File: config.mk
export PLATFORM = sky130hd
export DESIGN_NAME = idx_remap_cache
export DESIGN_NICKNAME = d
export VERILOG_FILES = /design/src/rtl/ixr_pkg.sv /design/src/rtl/ixr_capture_seq.sv /design/src/rtl/ixr_index_table.sv /design/src/rtl/ixr_lookup.sv /design/src/rtl/idx_remap_cache.sv
export SDC_FILE = /design/constraint.sdc
export NUM_CORES = 1
export LEC_CHECK = 0
export ABC_AREA = 0
export CAP_MARGIN = 20
export CORE_MARGIN = 4
export CORE_UTILIZATION = 30
export CTS_CLUSTER_DIAMETER = 40
export DETAILED_ROUTE_END_ITERATION = 10
export DONT_BUFFER_PORTS = 1
export PLACE_DENSITY_LB_ADDON = 0.08
export SETUP_SLACK_MARGIN = 0.1
export SYNTH_ARGS = -nofsm -noshare
export SYNTH_HDL_FRONTEND = slang
export SYNTH_SLANG_ARGS = --single-unit
File: constraint.sdc
create_clock -name clk -period 28.7 [get_ports clk]
set_input_delay 4.305 -clock clk [delete_from_list [all_inputs] [get_ports clk]]
set_output_delay 4.305 -clock clk [all_outputs]
set_load 0.01 [all_outputs]
File: src/rtl/ixr_pkg.sv
package ixr_pkg;

  // Capture walk states
  typedef enum logic [1:0] {
    CAP_IDLE  = 2'd0,
    CAP_FETCH = 2'd1,
    CAP_WAIT  = 2'd2,
    CAP_DRAIN = 2'd3
  } cap_state_e;

endpackage

File: src/rtl/ixr_capture_seq.sv
module ixr_capture_seq
  import ixr_pkg::*;
#(
  parameter int MAX_LEN = 64,
  parameter int RADDR_W = 7,
  parameter int LEN_W   = 7,
  parameter int ENT_W   = 6,
  parameter int REG_DW  = 64,
  parameter int IDX_W   = 8
) (
  input  logic               clk,
  input  logic               rst_n,
  input  logic               start_i,
  input  logic [RADDR_W-1:0] base_i,
  input  logic [LEN_W-1:0]   maxvl_i,
  output logic               rd_req_valid_o,
  input  logic               rd_req_ready_i,
  output logic [RADDR_W-1:0] rd_req_addr_o,
  input  logic               rd_rsp_valid_i,
  input  logic [REG_DW-1:0]  rd_rsp_data_i,
  output logic               tbl_clr_o,
  output logic               tbl_we_o,
  output logic [ENT_W-1:0]   tbl_wa_o,
  output logic [IDX_W-1:0]   tbl_wd_o,
  output logic [LEN_W-1:0]   mvl_o,
  output logic               busy_o
);

  localparam logic [LEN_W-1:0] LEN_MAX = LEN_W'(MAX_LEN);
  localparam logic [LEN_W-1:0] LEN_ONE = LEN_W'(1);

  cap_state_e         st_q;
  logic [LEN_W-1:0]   cnt_q;
  logic [RADDR_W-1:0] base_q;
  logic [LEN_W-1:0]   mvl_q;
  logic [LEN_W-1:0]   mvl_new;
  logic               req_fire;
  logic               in_flight;
  logic               unused_upper;

  assign unused_upper = ^rd_rsp_data_i[REG_DW-1:IDX_W];

  always_comb begin
    if (maxvl_i == '0)          mvl_new = LEN_ONE;
    else if (maxvl_i > LEN_MAX) mvl_new = LEN_MAX;
    else                        mvl_new = maxvl_i;
  end

  assign rd_req_valid_o = (st_q == CAP_FETCH);
  assign rd_req_addr_o  = base_q + RADDR_W'(cnt_q);
  assign req_fire       = rd_req_valid_o && rd_req_ready_i;

  // A request is still owed a response after this edge
  assign in_flight = (((st_q == CAP_WAIT) || (st_q == CAP_DRAIN)) && !rd_rsp_valid_i)
                   || req_fire;

  always_ff @(posedge clk or negedge rst_n) begin
    if (!rst_n) begin
      st_q   <= CAP_IDLE;
      cnt_q  <= '0;
      base_q <= '0;
      mvl_q  <= LEN_ONE;
    end else if (start_i) begin
      base_q <= base_i;
      mvl_q  <= mvl_new;
      cnt_q  <= '0;
      st_q   <= in_flight ? CAP_DRAIN : CAP_FETCH;
    end else begin
      unique case (st_q)
        CAP_FETCH: if (req_fire) begin
          cnt_q <= cnt_q + LEN_ONE;
          st_q  <= CAP_WAIT;
        end
        CAP_WAIT: if (rd_rsp_valid_i) begin
          st_q <= (cnt_q == mvl_q) ? CAP_IDLE : CAP_FETCH;
        end
        CAP_DRAIN: if (rd_rsp_valid_i) begin
          st_q <= CAP_FETCH;
        end
        default: ;
      endcase
    end
  end

  assign tbl_clr_o = start_i;
  assign tbl_we_o  = (st_q == CAP_WAIT) && rd_rsp_valid_i && !start_i;
  assign tbl_wa_o  = ENT_W'(cnt_q - LEN_ONE);
  assign tbl_wd_o  = rd_rsp_data_i[IDX_W-1:0];
  assign mvl_o     = mvl_q;
  assign busy_o    = (st_q != CAP_IDLE);

  assert_start_busy_R1: assert property (@(posedge clk) disable iff (!rst_n)
    start_i |=> busy_o);

  assert_req_stable_R2: assert property (@(posedge clk) disable iff (!rst_n)
    (rd_req_valid_o && !rd_req_ready_i && !start_i) |=>
      (rd_req_valid_o && $stable(rd_req_addr_o)));

  assert_fetch_in_range_R3: assert property (@(posedge clk) disable iff (!rst_n)
    (st_q == CAP_FETCH) |-> (cnt_q < mvl_q));

  assert_drain_no_write_R10: assert property (@(posedge clk) disable iff (!rst_n)
    (st_q == CAP_DRAIN && rd_rsp_valid_i && !start_i) |=> (st_q == CAP_FETCH && cnt_q == '0));

endmodule

File: src/rtl/ixr_index_table.sv
module ixr_index_table #(
  parameter int MAX_LEN = 64,
  parameter int ENT_W   = 6,
  parameter int IDX_W   = 8
) (
  input  logic             clk,
  input  logic             rst_n,
  input  logic             clr_i,
  input  logic             we_i,
  input  logic [ENT_W-1:0] wa_i,
  input  logic [IDX_W-1:0] wd_i,
  input  logic [ENT_W-1:0] ra_i,
  output logic [IDX_W-1:0] rd_o,
  output logic             rok_o
);

  logic             vld [MAX_LEN];
  logic [IDX_W-1:0] mem [MAX_LEN];

  for (genvar g = 0; g < MAX_LEN; g++) begin : g_entry
    logic hit;
    assign hit = we_i && (wa_i == ENT_W'(g));

    always_ff @(posedge clk or negedge rst_n) begin
      if (!rst_n)      vld[g] <= 1'b0;
      else if (clr_i)  vld[g] <= 1'b0;
      else if (hit)    vld[g] <= 1'b1;
    end

    always_ff @(posedge clk) begin
      if (hit && !clr_i) mem[g] <= wd_i;
    end
  end

  always_comb begin
    rok_o = 1'b0;
    rd_o  = '0;
    for (int i = 0; i < MAX_LEN; i++) begin
      if (ra_i == ENT_W'(i)) begin
        rok_o = vld[i];
        rd_o  = mem[i];
      end
    end
  end

  assert_clear_R1: assert property (@(posedge clk) disable iff (!rst_n)
    clr_i |=> !rok_o);

endmodule

File: src/rtl/ixr_lookup.sv
module ixr_lookup #(
  parameter int LEN_W  = 7,
  parameter int ENT_W  = 6,
  parameter int IDX_W  = 8,
  parameter int STEP_W = 10
) (
  input  logic              clk,
  input  logic              rst_n,
  input  logic              start_i,
  input  logic [LEN_W-1:0]  mvl_i,
  input  logic              lk_valid_i,
  input  logic [STEP_W-1:0] lk_step_i,
  output logic              lk_ready_o,
  output logic [ENT_W-1:0]  ent_o,
  input  logic              ent_ok_i,
  input  logic [IDX_W-1:0]  ent_data_i,
  output logic              o_valid_o,
  input  logic              o_ready_i,
  output logic [IDX_W-1:0]  o_index_o,
  output logic [STEP_W-1:0] o_group_o,
  output logic              oor_o
);

  localparam int DW = (STEP_W > LEN_W) ? STEP_W : LEN_W;
  localparam int CW = (IDX_W > LEN_W) ? IDX_W : LEN_W;

  logic [LEN_W-1:0] mvl_s;
  logic [LEN_W-1:0] limit;
  logic [DW-1:0]    quo;
  logic [DW-1:0]    rem;
  logic             over;
  logic             accept;
  logic             unused_div;

  assign mvl_s = (mvl_i == '0) ? LEN_W'(1) : mvl_i;
  assign limit = mvl_s - LEN_W'(1);
  assign quo   = DW'(lk_step_i) / DW'(mvl_s);
  assign rem   = DW'(lk_step_i) % DW'(mvl_s);
  assign ent_o = ENT_W'(rem);
  assign over  = CW'(ent_data_i) > CW'(limit);
  assign unused_div = ^{quo, rem};

  assign lk_ready_o = !start_i && ent_ok_i && (!o_valid_o || o_ready_i);
  assign accept     = lk_valid_i && lk_ready_o;

  always_ff @(posedge clk or negedge rst_n) begin
    if (!rst_n) begin
      o_valid_o <= 1'b0;
      o_index_o <= '0;
      o_group_o <= '0;
    end else if (accept) begin
      o_valid_o <= 1'b1;
      o_index_o <= over ? IDX_W'(limit) : ent_data_i;
      o_group_o <= STEP_W'(quo);
    end else if (o_ready_i) begin
      o_valid_o <= 1'b0;
    end
  end

  always_ff @(posedge clk or negedge rst_n) begin
    if (!rst_n)                oor_o <= 1'b0;
    else if (start_i)          oor_o <= 1'b0;
    else if (accept && over)   oor_o <= 1'b1;
  end

  assert_hold_R5: assert property (@(posedge clk) disable iff (!rst_n)
    (o_valid_o && !o_ready_i) |=>
      (o_valid_o && $stable(o_index_o) && $stable(o_group_o)));

  assert_latency_R5: assert property (@(posedge clk) disable iff (!rst_n)
    accept |=> o_valid_o);

  assert_clamp_R7: assert property (@(posedge clk) disable iff (!rst_n)
    accept |=> (CW'(o_index_o) <= CW'($past(limit))));

  assert_sticky_R7: assert property (@(posedge clk) disable iff (!rst_n)
    (oor_o && !start_i) |=> oor_o);

endmodule

File: src/rtl/idx_remap_cache.sv
module idx_remap_cache #(
  parameter int MAX_LEN = 64,
  parameter int RADDR_W = 7,
  parameter int REG_DW  = 64,
  parameter int IDX_W   = 8,
  parameter int STEP_W  = 10
) (
  input  logic                         clk,
  input  logic                         rst_n,
  input  logic                         cap_req,
  input  logic                         shape_wr,
  input  logic                         mvl_wr,
  input  logic [RADDR_W-1:0]           cfg_base,
  input  logic [$clog2(MAX_LEN+1)-1:0] cfg_maxvl,
  output logic                         rd_req_valid,
  input  logic                         rd_req_ready,
  output logic [RADDR_W-1:0]           rd_req_addr,
  input  logic                         rd_rsp_valid,
  input  logic [REG_DW-1:0]            rd_rsp_data,
  input  logic                         lk_valid,
  output logic                         lk_ready,
  input  logic [STEP_W-1:0]            lk_step,
  output logic                         o_valid,
  input  logic                         o_ready,
  output logic [IDX_W-1:0]             o_index,
  output logic [STEP_W-1:0]            o_group,
  output logic                         hazard_busy,
  output logic                         oor_flag
);

  localparam int LEN_W = $clog2(MAX_LEN + 1);
  localparam int ENT_W = $clog2(MAX_LEN);

  logic             start;
  logic             tbl_clr;
  logic             tbl_we;
  logic [ENT_W-1:0] tbl_wa;
  logic [IDX_W-1:0] tbl_wd;
  logic [ENT_W-1:0] tbl_ra;
  logic [IDX_W-1:0] tbl_rd;
  logic             tbl_rok;
  logic [LEN_W-1:0] mvl;

  assign start = cap_req | shape_wr | mvl_wr;

  ixr_capture_seq #(
    .MAX_LEN(MAX_LEN), .RADDR_W(RADDR_W), .LEN_W(LEN_W),
    .ENT_W(ENT_W), .REG_DW(REG_DW), .IDX_W(IDX_W)
  ) u_seq (
    .clk            (clk),
    .rst_n          (rst_n),
    .start_i        (start),
    .base_i         (cfg_base),
    .maxvl_i        (cfg_maxvl),
    .rd_req_valid_o (rd_req_valid),
    .rd_req_ready_i (rd_req_ready),
    .rd_req_addr_o  (rd_req_addr),
    .rd_rsp_valid_i (rd_rsp_valid),
    .rd_rsp_data_i  (rd_rsp_data),
    .tbl_clr_o      (tbl_clr),
    .tbl_we_o       (tbl_we),
    .tbl_wa_o       (tbl_wa),
    .tbl_wd_o       (tbl_wd),
    .mvl_o          (mvl),
    .busy_o         (hazard_busy)
  );

  ixr_index_table #(
    .MAX_LEN(MAX_LEN), .ENT_W(ENT_W), .IDX_W(IDX_W)
  ) u_table (
    .clk   (clk),
    .rst_n (rst_n),
    .clr_i (tbl_clr),
    .we_i  (tbl_we),
    .wa_i  (tbl_wa),
    .wd_i  (tbl_wd),
    .ra_i  (tbl_ra),
    .rd_o  (tbl_rd),
    .rok_o (tbl_rok)
  );

  ixr_lookup #(
    .LEN_W(LEN_W), .ENT_W(ENT_W), .IDX_W(IDX_W), .STEP_W(STEP_W)
  ) u_lookup (
    .clk        (clk),
    .rst_n      (rst_n),
    .start_i    (start),
    .mvl_i      (mvl),
    .lk_valid_i (lk_valid),
    .lk_step_i  (lk_step),
    .lk_ready_o (lk_ready),
    .ent_o      (tbl_ra),
    .ent_ok_i   (tbl_rok),
    .ent_data_i (tbl_rd),
    .o_valid_o  (o_valid),
    .o_ready_i  (o_ready),
    .o_index_o  (o_index),
    .o_group_o  (o_group),
    .oor_o      (oor_flag)
  );

  assert_idle_quiet_R3: assert property (@(posedge clk) disable iff (!rst_n)
    (!hazard_busy && !start) |=> !rd_req_valid);

endmodule

# --- Word level (Yosys, flattened, before mapping) ---
# Memories as Yosys holds them, arrays and structs flattened.
# Index checks and enable logic that the tools add are counted.
totals:
  regBits: 107
  mem_bits_rw: 512
  in_bits: 97
  elab_cells: 1088
  memories: 1
memory_table:
  columns: ["memory", "depth", "width", "read_ports", "rd_ports_with_merged_regs", "write_ports", "line", "source"]
  rows:
  - ["u_table.mem", 64, 8, 64, 0, 1, "ixr_index_table.sv:18", "logic [IDX_W-1:0] mem [MAX_LEN];"]
op_classes:
  addsub: 4
  div_mod_pow: 2
  magnitude_cmp: 2
  eq_ne: 133
  mux: 591
  bitwise_logic: 2
  reduce_logical: 281
ops:
  columns: ["op", "count"]
  rows:
  - ["8-bit 2-to-1 mux", 128]
  - ["8-bit OR reduction", 63]
  - ["1-bit 2-to-1 mux", 388]
  - ["6-bit == test (second input constant)", 64]
  - ["6-bit 2-to-1 mux", 63]
  - ["6-bit by 5-bit == test with 1-bit output (second input constant)", 32]
  - ["2-bit nonzero test", 69]
  - ["1-bit logical AND", 136]
  - ["6-bit by 4-bit == test with 1-bit output (second input constant)", 16]
  - ["6-bit by 3-bit == test with 1-bit output (second input constant)", 8]
  - ["7-bit 2-to-1 mux", 6]
  - ["6-bit by 2-bit == test with 1-bit output (second input constant)", 4]
  - ["7-bit zero test", 2]
  - ["6-bit by 1-bit == test with 1-bit output (second input constant)", 2]
  - ["6-bit zero test", 2]
  - ["10-bit by 7-bit divider with 10-bit output", 1]
  - ["10-bit by 7-bit modulo with 10-bit output", 1]
  - ["2-bit 2-to-1 mux", 5]
  - ["3-bit by 2-bit != test with 1-bit output (second input constant)", 3]
  - ["8-bit by 7-bit greater-than comparator with 1-bit output", 1]
  - ["7-bit by 1-bit adder with 7-bit output (second input constant)", 1]
  - ["7-bit adder", 1]
  - ["7-bit == test", 1]
  - ["7-bit greater-than comparator (second input constant)", 1]
  - ["11 further kinds", 17]

# --- Longest topological paths before layout ---
logic_depth:
  word_depth: 74
  mapped_depth: 97

# --- Hierarchy ---
# Synthesis repeated with hierarchy kept, for this count alone.
hier_totals:
  cells_unflattened: 2434
  hier_area_um2: 30032.6
modules_own_cells:
  columns: ["module", "instances", "cells_per_inst", "area_each_um2", "seq_area_each_um2"]
  rows:
  - ["ixr_index_table", 1, 1832, 24962.7, 16976.3]
  - ["ixr_lookup", 1, 442, 3594.7, 500.5]
  - ["ixr_capture_seq", 1, 159, 1468.9, 576.8]
  - ["idx_remap_cache", 1, 1, 6.3, 0.0]

# --- Least setup slack after synthesis ---
# Ideal clock, no wire load.
synth_timing:
  kind: "in2out"
  startpoint: "in lk_step[9]"
  endpoint: "out lk_ready"
  t_arrival_ns: 20.443
  path_slack_ns: 3.952
  stages: 74
  cell_sequence: "nor2b_1 -> ha_1 -> or4_1 -> o22ai_1 -> a21oi_1 -> ha_1 -> o211ai_1 -> a211oi_4 -> and2_1 -> nor2_1 -> ha_1 -> o21a_1 -> o31a_1 -> o21ai_1 -> o21ai_0 -> ha_1 -> o211ai_1 -> nand2_1 -> [... 38 more ...] -> ha_1 -> nor2b_1 -> o21ai_0 -> nand2b_1 -> a221o_1 -> a21oi_1 -> o221ai_1 -> a211oi_2 -> o211ai_2 -> buf_6 -> buf_6 -> buf_4 -> o31ai_1 -> nand4_1 -> a2111oi_0 -> o21ai_0 -> a31o_1 -> a21oi_2"
synth_via:
  elab_chain_len: 68
synth_rtl:
  columns: ["element", "line", "source"]
  rows:
  - ["start, declared", "idx_remap_cache.sv:22", "input logic [STEP_W-1:0] lk_step,"]
  - ["10-bit by 7-bit modulo with 10-bit output *", "ixr_lookup.sv:38", "assign rem = DW'(lk_step_i) % DW'(mvl_s);"]
  - ["6-bit zero test", "ixr_index_table.sv:39", "if (ra_i == ENT_W'(i)) begin"]
  - ["1-bit 2-to-1 mux (63 in series)", "ixr_index_table.sv:39", null]
  - ["1-bit 2-to-1 mux *", "ixr_index_table.sv:39", null]
  - ["1-bit logical AND * (2 in series)", "ixr_lookup.sv:43", "assign lk_ready_o = !start_i && ent_ok_i && (!o_valid_o || o_ready_i);"]
  - ["end, declared", "idx_remap_cache.sv:21", "output logic lk_ready,"]
# Mark *: on every way between the ends. The rest lies on a longest branch, timed or not.

# --- Worst setup path after layout ---
# Ends and elaborated chain as after synthesis.

==> summary.txt <==
Gpl congestion: 0.929
Final Hold Fails: 0
CP startpoint kind: primary input
# DRC: 0
Routed via count: 25.5k
Syn nets: 2973
RSZ-0062 raised after global routing: no
Grt met2 use: 39.3%
FMAX: 0.0367 GHz
First-pass GRT wire length: 194 mm
Root buffer cell: clkbuf_16
Nets: 3086
Cells after synthesis: 2808
Outcome: complete, no violations
Fin crit period: 27250 ps
Fin crit share: 94.9%
Post-Syn Area: 31900 um2
Fin area: 38100 um2
H-tree Lvls: 3
Hold buffers post-CTS: 0
Post-Place Worst Slack: 208 ps
CP bufs+invs: 6
Clock sinks: 619
Synth unique cells: 100
Die Y-Extent: 334 um
Die Width: 334 um
Syn Area/Cell: 11.4 um2
IO Pins: 127
Number of port buffers: 0
Worst setup margin: 1450 ps
Max FO, Critical Path: 46
Most used cell, CP: ha_1
Clock buffer depth: 3
Placed cell count: 4196
Pre-antenna DRT Iters: 8
Rows: 119
TritonCTS buffer count: 111
Pins Over Slew Limit: 0
Top FF cell, synth: edfxtp_1
Clk Latency, worst-skew pair: 700 ps
EDFF count, synth: 512
Setup bufs post-CTS: 0
Initial DRC count: 2420
Worst-Margin Slew: 1190 ps
YS warnings: 0
Setup CP Type: primary input to primary output
Cell taking the most area after synthesis: edfxtp_1
Die area: 112000 um2
Pin count of the biggest net entering global routing: 108
Met3 Use GR: 4.10%
Post-Layout Cell Count: 4413
Initial antenna violation count: 0
Share of cells above drive strength 1: 13.5%
Critical Path RT: 24400 ps
CTS tree: built
Setup TNS: 0 ps
DRT antenna net count: 0
Synth async-reset ratio: 17.3%
Slowest stage cell, crit path: a21boi_0
Met1 Use GR: 32.6%
Routed len/inst: 31.2 um
Count leader, synth: edfxtp_1
Sequential fraction of the synthesis area: 56.6%
Crit path DAT: 22940 ps
Max cap viols: 0
Final WL: 138 mm
Crit end category: primary output
Reg clk slew, reported paths: 50 ps
Vias per cell: 5.78
Post-DP Area: 34100 um2
Max_slew headroom: 20.3%
Vias in the first global route: 25.4k
Hold Path Class: flop to flop
Grt peak-use layer: met2
Seq cells post-synth: 619
Setup-failing EPs final: 0
Synth top area share: 48.2%
Worst path top cell family by delay: compound AO/OA/AOI/OAI gates
Initial Util: 30.3%
Largest stage delay, worst path: 570 ps
Most frequent cells after synthesis: edfxtp_1 (512), nor2_1 (263), nand2_1 (243)
Post-Route Skew: 23.6 ps
Area grow syn2layout: 19.4%
Post-detail-place hpwl: 99.1 mm
Core Area: 105000 um2
Area contributors post-synth: edfxtp_1 (48%), dfrtp_1 (8.3%), nor2_1 (3.1%), nand2_1 (2.9%), ha_1 (2.6%)
GRT Total Usage: 24.1%
GRT overflow: 0
==> timing repair <==
action                                 CTS  global route
setup endpoints to repair                1             1
resized for setup                        1            10
endpoints found under the hold margin    0             0
==> worst min-delay path: stages (launching register included) <==
cell and delay (ps):
dfrtp_1 340, nand2_1 50, nand2_1 50
==> cells in the final DEF, fill, tap and decap left out, drive strengths merged, types with 33 or more instances in the layout <==
| cell | n |
|---|---|
| nand3 | 70 |
| a22oi | 43 |
| o211ai | 35 |
| mux2i | 44 |
| a21oi | 128 |
| dfrtp | 106 |
| buf | 127 |
| a221oi | 47 |
| nand2b | 33 |
| nor3 | 84 |
| nor2 | 263 |
| mux2 | 37 |
| edfxtp | 512 |
| inv | 74 |
| ha | 66 |
| o21ai | 153 |
| o21a | 36 |
| a21o | 85 |
| o22ai | 72 |
| xnor2 | 33 |
| nand2 | 243 |
| clkinv | 43 |
| clkbuf | 122 |
==> per-layer routing <==
layer | routed length (um) | up-vias | part of all wire (%)
li1 | - | 11400 | -
met1 | 61700 | 13200 | 45
met2 | 64300 | 818 | 47
met3 | 7580 | 178 | 5.5
met4 | 4150 | 0 | 3.0
met5 | 0 | - | 0
==> flip-flops by register name, summed over array words and instances, names as in the netlist <==
signal / cells
u_seq.st_q: 2
u_seq.mvl_o: 7
u_lookup.oor_o: 1
u_lookup.o_valid_o: 1
u_seq.cnt_q: 7
u_seq.base_q: 7
u_lookup.o_index_o: 8
u_lookup.o_group_o: 10
u_table.mem: 512
u_table.vld: 64
==> cell families (layout without fill, tap and decap cells) <==
group	count (synthesis)	in the layout	share of synthesized area (%)
AO/OA/AOI/OAI	930	930	21.1
AND/OR/NAND/NOR	871	871	12.8
flip-flops	619	619	56.6
buffers and inverters	185	395	2.59
multiplexers	81	81	2.74
adder cells (fa/ha/maj)	68	68	2.71
XOR/XNOR	54	54	1.48
other	0	4	0
==> layout make-up <==
class	count	area [um2]
Fill cell	10500	67300
Sequential cell	619	18100
Multi-Input combinational cell	2004	13100
Clock buffer	122	2880
Tap cell	1391	1740
Clock inverter	88	1080
Timing Repair Buffer	127	986
Inverter	58	218
Antenna cell	4	10.0
==> final timing paths <==
check | to | startpoint | slack, ps | depth (start not counted)
min reg2reg | u_seq.base_q[0]$_DFFE_PN0N_ | u_seq.base_q[0]$_DFFE_PN0N_ | 470 | 2
max | lk_ready | lk_step[9] | 1450 | 68
max in group asynchronous | u_table.vld[26]$_DFFE_PN0P_ | rst_n | 25160 | 0
min in group asynchronous | u_seq.cnt_q[0]$_DFFE_PN0P_ | rst_n | 3310 | 0
max reg2reg | u_lookup.o_index_o[1]$_DFFE_PN0P_ | u_seq.mvl_o[2]$_DFFE_PN0N_ | 4230 | 80
min | u_seq.base_q[0]$_DFFE_PN0N_ | u_seq.base_q[0]$_DFFE_PN0N_ | 470 | 2
==> per-stage QoR <==
step	hold WS, ps	utilization, %
after detailed placement	461	32.3
final	473	36.1
after global placement	454	32.3
after floorplan	444	-
after CTS	473	36.1
after global routing	491	36.1
Power is left out: the tool's default activity adds up to more than one toggle a clock period on the data nets, which glitch-free logic cannot reach.
